$ cat config.mk
export PLATFORM = sky130hd
export DESIGN_NAME = reload_timer
export DESIGN_NICKNAME = d
export VERILOG_FILES = /design/src/rtl/rt_pkg.sv /design/src/rtl/rt_sync.sv /design/src/rtl/rt_edge.sv /design/src/rtl/rt_counter.sv /design/src/rtl/reload_timer.sv
export SDC_FILE = /design/constraint.sdc
export NUM_CORES = 1
export LEC_CHECK = 0
export BUFFER_PORTS_ARGS = -buffer_cell sky130_fd_sc_hd__buf_2
export CAP_MARGIN = 20
export CELL_PAD_IN_SITES_DETAIL_PLACEMENT = 0
export CELL_PAD_IN_SITES_GLOBAL_PLACEMENT = 1
export CORE_UTILIZATION = 40
export CTS_CLUSTER_SIZE = 30
export DETAILED_ROUTE_END_ITERATION = 8
export PLACE_DENSITY_LB_ADDON = 0.1
export SYNTH_ARGS = -nofsm -noshare
export SYNTH_HDL_FRONTEND = slang
export SYNTH_SLANG_ARGS = --single-unit
export TNS_END_PERCENT = 1
$ cat constraint.sdc
create_clock -name clk -period 3.02 [get_ports clk]
set_input_delay 0.302 -clock clk [delete_from_list [all_inputs] [get_ports clk]]
set_output_delay 0.302 -clock clk [all_outputs]
set_load 0.01 [all_outputs]
$ cat src/rtl/rt_pkg.sv
package rt_pkg;
    typedef enum logic [1:0] {
        MODE_TIMER = 2'b00,
        MODE_EVENT = 2'b01,
        MODE_PULSE = 2'b10,
        MODE_RSVD  = 2'b11
    } rt_mode_e;

    typedef enum logic [1:0] {
        ST_HALT = 2'b00,
        ST_RUN  = 2'b01,
        ST_WRAP = 2'b10,
        ST_OVF  = 2'b11
    } rt_state_e;
endpackage

$ cat src/rtl/rt_sync.sv
module rt_sync #(
    parameter int STAGES = 2
) (
    input  logic clk,
    input  logic rst_n,
    input  logic d,
    output logic q
);
    generate
        if (STAGES <= 1) begin : g_single
            logic r;
            always_ff @(posedge clk or negedge rst_n) begin
                if (!rst_n) r <= 1'b0;
                else        r <= d;
            end
            assign q = r;
        end else begin : g_chain
            logic [STAGES-1:0] sr;
            always_ff @(posedge clk or negedge rst_n) begin
                if (!rst_n) sr <= '0;
                else        sr <= {sr[STAGES-2:0], d};
            end
            assign q = sr[STAGES-1];
        end
    endgenerate
endmodule

$ cat src/rtl/rt_edge.sv
module rt_edge #(
    parameter int STAGES = 2
) (
    input  logic clk,
    input  logic rst_n,
    input  logic pin,
    output logic fall,
    output logic rise
);
    logic lvl;
    logic prev;

    rt_sync #(.STAGES(STAGES)) u_sync (
        .clk   (clk),
        .rst_n (rst_n),
        .d     (pin),
        .q     (lvl)
    );

    always_ff @(posedge clk or negedge rst_n) begin
        if (!rst_n) prev <= 1'b0;
        else        prev <= lvl;
    end

    assign fall = prev & ~lvl;
    assign rise = ~prev & lvl;
endmodule

$ cat src/rtl/rt_counter.sv
module rt_counter
    import rt_pkg::*;
#(
    parameter int W = 8
) (
    input  logic         clk,
    input  logic         rst_n,
    input  logic         fall,
    input  logic         rise,
    input  logic         en,
    input  logic         stop,
    input  logic         latch_wr,
    input  logic [W-1:0] latch_data,
    output logic [W-1:0] cnt_o,
    output logic         irq_o
);
    localparam logic [W-1:0] ALL1 = {W{1'b1}};
    localparam logic [W-1:0] ONE  = {{(W-1){1'b0}}, 1'b1};

    rt_state_e    state, nxt_state;
    logic [W-1:0] cnt, nxt_cnt;
    logic [W-1:0] latch, nxt_latch;
    logic         ovf_hit;
    logic         fall_ok, rise_ok;

    assign fall_ok = fall & en;
    assign rise_ok = rise & en;

    always_comb begin
        nxt_state = state;
        nxt_cnt   = cnt;
        nxt_latch = latch;
        ovf_hit   = 1'b0;
        if (latch_wr) begin
            nxt_latch = latch_data;
            nxt_cnt   = latch_data;
            nxt_state = stop ? ST_HALT : ((latch_data == ALL1) ? ST_WRAP : ST_RUN);
        end else if (stop) begin
            nxt_state = ST_HALT;
        end else begin
            unique case (state)
                ST_HALT: nxt_state = (cnt == ALL1) ? ST_WRAP : ST_RUN;
                ST_RUN: begin
                    if (fall_ok) begin
                        nxt_cnt   = cnt - ONE;
                        nxt_state = (cnt == '0) ? ST_WRAP : ST_RUN;
                    end
                end
                ST_WRAP: begin
                    if (rise_ok) begin
                        nxt_state = ST_OVF;
                        ovf_hit   = 1'b1;
                    end else if (fall_ok) begin
                        nxt_cnt   = latch - ONE;
                        nxt_state = (latch == '0) ? ST_WRAP : ST_RUN;
                    end
                end
                ST_OVF: begin
                    if (fall_ok) begin
                        nxt_cnt   = latch - ONE;
                        nxt_state = (latch == '0) ? ST_WRAP : ST_RUN;
                    end
                end
            endcase
        end
    end

    always_ff @(posedge clk or negedge rst_n) begin
        if (!rst_n) begin
            state <= ST_HALT;
            cnt   <= ALL1;
            latch <= ALL1;
        end else begin
            state <= nxt_state;
            cnt   <= nxt_cnt;
            latch <= nxt_latch;
        end
    end

    always_ff @(posedge clk or negedge rst_n) begin
        if (!rst_n) irq_o <= 1'b0;
        else        irq_o <= ovf_hit;
    end

    assign cnt_o = cnt;

    // request is one cycle wide
    a_r6_irq_single: assert property (@(posedge clk) disable iff (!rst_n)
        irq_o |=> !irq_o);
    // request only while counter sits at FF
    a_r6_irq_at_ff: assert property (@(posedge clk) disable iff (!rst_n)
        irq_o |-> (cnt_o == ALL1));
    // stopped timer holds its count
    a_r3_stop_frozen: assert property (@(posedge clk) disable iff (!rst_n)
        (stop && !latch_wr) |=> (cnt_o == $past(cnt_o)));
    // latch write lands in the counter
    a_r2_latch_load: assert property (@(posedge clk) disable iff (!rst_n)
        latch_wr |=> (cnt_o == $past(latch_data)));
endmodule

$ cat src/rtl/reload_timer.sv
module reload_timer
    import rt_pkg::*;
#(
    parameter int W           = 8,
    parameter int SYNC_STAGES = 2
) (
    input  logic         clk,
    input  logic         rst_n,
    input  logic         src_clk,
    input  logic         evt_pin,
    input  logic         meas_pin,
    input  logic [1:0]   mode,
    input  logic         gate_en,
    input  logic         gate_level,
    input  logic         stop,
    input  logic         latch_wr,
    input  logic [W-1:0] latch_data,
    input  logic         out_en,
    input  logic         preset_wr,
    input  logic         preset_val,
    output logic [W-1:0] count,
    output logic         irq,
    output logic         tout
);
    rt_mode_e mode_e;
    logic     src_sel;
    logic     src_fall, src_rise;
    logic     meas_lvl;
    logic     cnt_en;
    logic     tout_q;

    assign mode_e  = rt_mode_e'(mode);
    assign src_sel = (mode_e == MODE_EVENT) ? evt_pin : src_clk;

    rt_edge #(.STAGES(SYNC_STAGES)) u_src_edge (
        .clk   (clk),
        .rst_n (rst_n),
        .pin   (src_sel),
        .fall  (src_fall),
        .rise  (src_rise)
    );

    rt_sync #(.STAGES(SYNC_STAGES)) u_meas_sync (
        .clk   (clk),
        .rst_n (rst_n),
        .d     (meas_pin),
        .q     (meas_lvl)
    );

    assign cnt_en = ~gate_en | (meas_lvl == gate_level);

    rt_counter #(.W(W)) u_counter (
        .clk        (clk),
        .rst_n      (rst_n),
        .fall       (src_fall),
        .rise       (src_rise),
        .en         (cnt_en),
        .stop       (stop),
        .latch_wr   (latch_wr),
        .latch_data (latch_data),
        .cnt_o      (count),
        .irq_o      (irq)
    );

    always_ff @(posedge clk or negedge rst_n) begin
        if (!rst_n)                       tout_q <= 1'b0;
        else if (preset_wr && stop)       tout_q <= preset_val;
        else if (irq && mode_e == MODE_PULSE) tout_q <= ~tout_q;
    end

    assign tout = out_en & tout_q;

    // pulse mode flips the flop after each request
    a_r8_toggle: assert property (@(posedge clk) disable iff (!rst_n)
        (irq && mode_e == MODE_PULSE && !(preset_wr && stop)) |=> (tout_q != $past(tout_q)));
    // a running timer without overflow keeps the flop level
    a_r9_preset_locked: assert property (@(posedge clk) disable iff (!rst_n)
        (!stop && !irq) |=> $stable(tout_q));
endmodule

After elaboration in Yosys (flattened, before gate mapping)
Index checks and enable logic that the tools add are counted.
- output and inout port bits: 10
- bits of input ports: 22
- register bits: 25
- logic and storage cells: 64
- mux-type cells: 24
- equality and inequality tests: 12
- reduce and logical (&&, ||, !) cells: 8
- bitwise operators: 10
- $add $sub $neg: 2
- operators by type and width (kind ; number):
    8-bit two-way mux ; 5
    8-bit case mux with 3 select lines ; 1
    2-bit two-way mux ; 10
    8-bit == test (second input constant) ; 2
    8-bit logical NOT ; 2
    8-bit by 1-bit subtractor with 8-bit output (second input constant) ; 2
    2-bit case mux with 4 select lines ; 1
    1-bit two-way mux ; 7
    2-bit == test (second input constant) ; 3
    1-bit bitwise AND ; 5
    2-bit by 1-bit == test with 1-bit output (second input constant) ; 2
    4-bit by 3-bit != test with 1-bit output (second input constant) ; 1
    1-bit NOT ; 4
    4-bit AND reduction ; 1
    4-bit nonzero test ; 1
    3-bit by 2-bit != test with 1-bit output (second input constant) ; 1
    3-bit != test (second input constant) ; 1
    1-bit logical AND ; 2
    2-bit logical NOT ; 1
    2-bit by 1-bit != test with 1-bit output (second input constant) ; 1
    2-bit nonzero test ; 1
    1-bit == test ; 1
    1-bit bitwise OR ; 1

Logic depth before layout (Yosys ltp)
- depth in word-level cells: 8
- mapped depth: 9
- mapped depth without buffers: 7

Hierarchy
Synthesis repeated with hierarchy kept, for this count alone.
- cell total of the unflattened synthesis: 164
- area total of the unflattened synthesis: 1530.2 um^2
- by module, submodules not included (module ; instances ; area an instance (um^2) ; cells each ; seq. area each (um^2)):
    rt_counter ; 1 ; 1300.0 ; 146 ; 495.5
    rt_sync ; 2 ; 50.0 ; 2 ; 50.0
    reload_timer ; 1 ; 90.1 ; 11 ; 25.0
    rt_edge ; 1 ; 40.0 ; 3 ; 25.0

Worst setup path before layout
No wires, ideal clock.
- path kind: reg-to-reg
- start: register u_counter.state[1]
- end: register u_counter.cnt[6] (netlist: u_counter.cnt_o[6])
- clock period less this slack: 2.085 ns
- required time: 2.930 ns
- path slack: 0.935 ns
- cell stages (with the launch flop): 10
- path buffers: 2
- arrival time: 1.995 ns
- library setup time: 0.090 ns
- cell sequence: dfrtp_1 > buf_2 > buf_1 > mux2i_1 > ha_1 > nor3b_1 > a32oi_1 > xor2_1 > mux2i_1 > o21ai_0
- word-level cells in the longest chain between the ends: 4
- elaborated cells on any way between the ends: 10
- those cells by class: 5 x eq/ne; 3 x mux; 2 x reduce/logical
- RTL lines (what ; RTL line ; source):
    from (decl) ; rt_counter.sv:20 ; rt_state_e state, nxt_state;
    from (signal assigned) ; rt_counter.sv:74 ; state <= nxt_state;
    2-bit == test / 2-bit by 1-bit == test with 1-bit output (equally long branches) ; rt_counter.sv:41 ; unique case (state)
    8-bit case mux with 3 select lines ; rt_counter.sv:41 ;
    8-bit two-way mux ; rt_counter.sv:38 ; end else if (stop) begin
    8-bit two-way mux ; rt_counter.sv:34 ; if (latch_wr) begin
    to (signal assigned) ; rt_counter.sv:75 ; cnt <= nxt_cnt;
    to (decl) ; rt_counter.sv:21 ; logic [W-1:0] cnt, nxt_cnt;
Several ways; a longest one is shown, not always the timed one. The select of a mux whose other input is x is not followed.
A chain may end at the register's enable or synchronous reset.

Worst setup path in the final report
Same ends and word-level chain as after synthesis.

==> metrics.md <==
| Metric | Value |
|---|---|
| Setup WS pre-CTS | 1.11 ns |
| Combinational Power Share | 0.204 |
| Fin. Hold Viols | 0 |
| Final std cells w/o fill | 218 |
| Ys Warns | 0 |
| Total GRT Usage | 0.192 |
| Top cell type's share of synthesized area | 0.297 |
| Routed len/inst | 15.1 um |
| Post-CTS Setup Repair Bufs | 0 |
| Syn avg cell area | 10.1 um^2 |
| Setup TNS Final | 0 ns |
| Synthesized flop and latch total | 25 |
| Most frequent cells after synthesis | dfstp_2, nand2_1, o21ai_0 |
| Die Span Y | 61.5 um |
| Synth Instances | 140 |
| Int Power | 501 uW |
| Syn-to-layout area delta | 16.7% |
| P_leak | 0.000694 uW |
| Sw frac | 0.299 |
| First-pass GRT wire length | 5.22 mm |
| RSZ-0062 raised after global routing | no |
| DRC violations left | 0 |
| Die ar. | 3780 um^2 |
| DP Cell Count | 213 |
| Iteration-0 DRC count of the detailed router | 38 |
| Power per cell area | 432 nW/um^2 |
| I/O pin count | 32 |
| Top cells by area, synth | dfstp_2, dfrtp_1, mux2i_1, xnor2_1, o21ai_0 |
| R2R setup slack | 1.09 ns |
| P_sw | 213 uW |
| Hold Crit Class | primary input to flop |
| Final HPWL DP | 2.51 mm |
| Buf/Inv on CP | 0 |
| Seq/Total Area, Yosys | 0.456 |
| Initial Utilization | 0.421 |
| Crit path launch type | flop |
| Clock Tree Root | clkbuf_4 |
| Slowest-stage cell, CP | dfrtp_1 |
| Count leader, synth | dfstp_2 |
| Post-synth cell types | 45 |
| Vias in the first global route | 1,069 |
| CTS Sinks | 25 |
| Worst vdd ir | 0.000239 V |
| Final Power | 714 uW |
| Relative slew slack | 0.633 |
| H-tree levels | 1 |
| Cell Chain, Critical Path | mux2i_1 > ha_1 > nor3b_1 > a32oi_1 > xor2_1 > mux2i_1 > o21ai_0 |
| Critical path class | flop to flop |
| Setup WS post-layout | 1.09 ns |
| Routed via count | 1,167 |
| PostCTS Resize Cnt | 0 |
| Most used cell, CP | mux2i_1 |
| Largest net degree at the start of global routing | 29 |
| CTS clock-pin slew for the worst setup and hold paths | 0.14 ns |
| Diode count | 0 |
| Crit share post-route | 0.639 |
| Tmin final | 1.93 ns |
| Layout cell share with drive strength beyond 1 | 0.372 |
| Ys flop type | dfstp_2 |
| Setup Skew | 0.00513 ns |
| Crit-path leading delay family | flip-flops |
| IO Port Bufs | 31 |
| Post-synth EDFFs | 0 |
| Util after Layout | 0.491 |
| WP depth | 7 |
| Post-Syn Area | 1420 um^2 |
| Outcome | finished clean |
| Final setup viols | 0 |
| Setup crit end kind | flop |
| Critical-path maximum fanout | 4 |
| Slowest stage delay, CP | 0.44 ns |
| Max-Cap Viols | 0 |
| Clock buffer depth | 2 |
| Seq pwr share | 0.585 |
| FMAX | 518 MHz |
| Core footprint | 3360 um^2 |
| CP Data Arrival Time | 2.17 ns |
| Grt ovf | 0 |
| Vias per cell | 5.35 |
| Path depth of the worst reg2reg path | 7 |
| Final Wtd Congestion | 0.788 |
| Hold Path Stages | 1 |
| Clock share of power | 0.211 |
| Syn_nets | 163 |
| TritonCTS clock tree | done |
| Async S/R FF share, synth | 1.00 |
| Final Slew Violations | 0 |
| Layout net count | 196 |
| Critical path data required time | 3.26 ns |
| Post-DRT Antenna Nets | 0 |
| Post-synth top area cell | dfstp_2 |
| Clk_lat worst skew | 0.32 ns |
| Die span in x | 61.5 um |
| DRT Pass-1 Iters | 4 |
| Row cnt | 21 |
| Hold Buf Count CTS | 1 |
| Slew of the pin with the lowest slew margin | 0.550 ns |
| WL final | 3.30 mm |
| Initial antenna violation count | 0 |
| Clock buffer count from CTS | 3 |
-- cell families (layout without fill, tap and decap cells) --
group,Yosys count,in the layout,share of synthesized area
buffers and inverters,13,45,0.0354
adders and majority gates,1,1,0.00884
muxes,12,12,0.0884
xor gates and xnor gates,9,9,0.0557
AOI/OAI and AO/OA,31,31,0.150
DFF,25,25,0.456
and+or+nand+nor,49,49,0.205
-- routing by layer --
| metal | vias to the layer above | GRT usage | wire, um | part of all wire |
|---|---|---|---|---|
| met5 | - | 0 | 0 | 0 |
| met4 | 0 | 0.0286 | 17 | 0.0052 |
| met3 | 2 | 0.0378 | 159 | 0.048 |
| met2 | 30 | 0.310 | 1550 | 0.47 |
| met1 | 567 | 0.272 | 1580 | 0.48 |
| li1 | 568 | - | - | - |
-- state kept, by name, summed over array words and instances (netlist names) --
| signal | cells |
|---|---|
| tout_q | 1 |
| u_counter.cnt_o | 8 |
| u_counter.irq_o | 1 |
| u_counter.latch | 8 |
| u_counter.state | 2 |
| u_meas_sync.g_chain.sr | 2 |
| u_src_edge.prev | 1 |
| u_src_edge.u_sync.g_chain.sr | 2 |
-- worst register-to-register path, delay by kind of cell, from the launching register on --
kind            cells  cell delay (ns)
mux                 2             0.41
compound gates      2             0.23
simple gates        1             0.33
fa+ha+maj           1             0.27
flops               1             0.44
xor+xnor            1             0.18
-- stage by stage --
stage	instance area, um^2	hold WS [ns]
floorplan	1420	0.00641
global placement	1620	0.319
detailed placement	1620	0.324
CTS	1650	0.0728
global route	1650	0.0638
finish	1650	0.0775
-- final timing paths --
path / startpoint / to
setup / recovery: u_counter.state[1] / u_counter.cnt_o[6]
hold / removal: meas_pin / u_meas_sync.g_chain.sr[0]
setup reg to reg: u_counter.state[1] / u_counter.cnt_o[6]
hold reg to reg: u_meas_sync.g_chain.sr[0] / u_meas_sync.g_chain.sr[1]
max in group asynchronous: rst_n / u_counter.cnt_o[6]
min in group asynchronous: rst_n / u_meas_sync.g_chain.sr[1]
-- placed cells by master (no fill, tap or decap), types with 2 or more instances in the layout --
| cell type | netlist | final |
|---|---|---|
| buf_2 | 1 | 31 |
| dfstp_2 | 16 | 16 |
| nand2_1 | 12 | 12 |
| o21ai_0 | 10 | 10 |
| dfrtp_1 | 9 | 9 |
| mux2i_1 | 8 | 8 |
| inv_1 | 8 | 8 |
| xnor2_1 | 6 | 6 |
| nor2b_1 | 5 | 5 |
| nor3_1 | 5 | 5 |
| nor2_1 | 5 | 5 |
| mux2_2 | 4 | 4 |
| xor2_1 | 3 | 3 |
| and3_1 | 3 | 3 |
| nand3_1 | 3 | 3 |
| a21oi_1 | 3 | 3 |
| a22oi_1 | 3 | 3 |
| o21ai_1 | 3 | 3 |
| clkbuf_4 | 0 | 3 |
| and4_1 | 2 | 2 |
| nand2_2 | 2 | 2 |
| nor3b_1 | 2 | 2 |
| nand3b_1 | 2 | 2 |
-- power groups by stage --
stage / sequential [uW] / clock [uW] / combinational, uW
6_report: 418 / 151 / 146
5_1_grt: 423 / 168 / 166
4_1_cts: 417 / 155 / 148
3_5_place_dp: 422 / 0 / 146
3_3_place_gp: 421 / 0 / 145
2_1_floorplan: 417 / 0 / 88.8
-- final cells by class --
class,count,area [um^2]
clock buffer,4,26.3
fill,343,1710
inverter,8,30.0
multi-input combinational,102,719
sequential,25,646
tap,46,57.6
timing repair buffer,33,173
(Power assumes the default switching activity.)
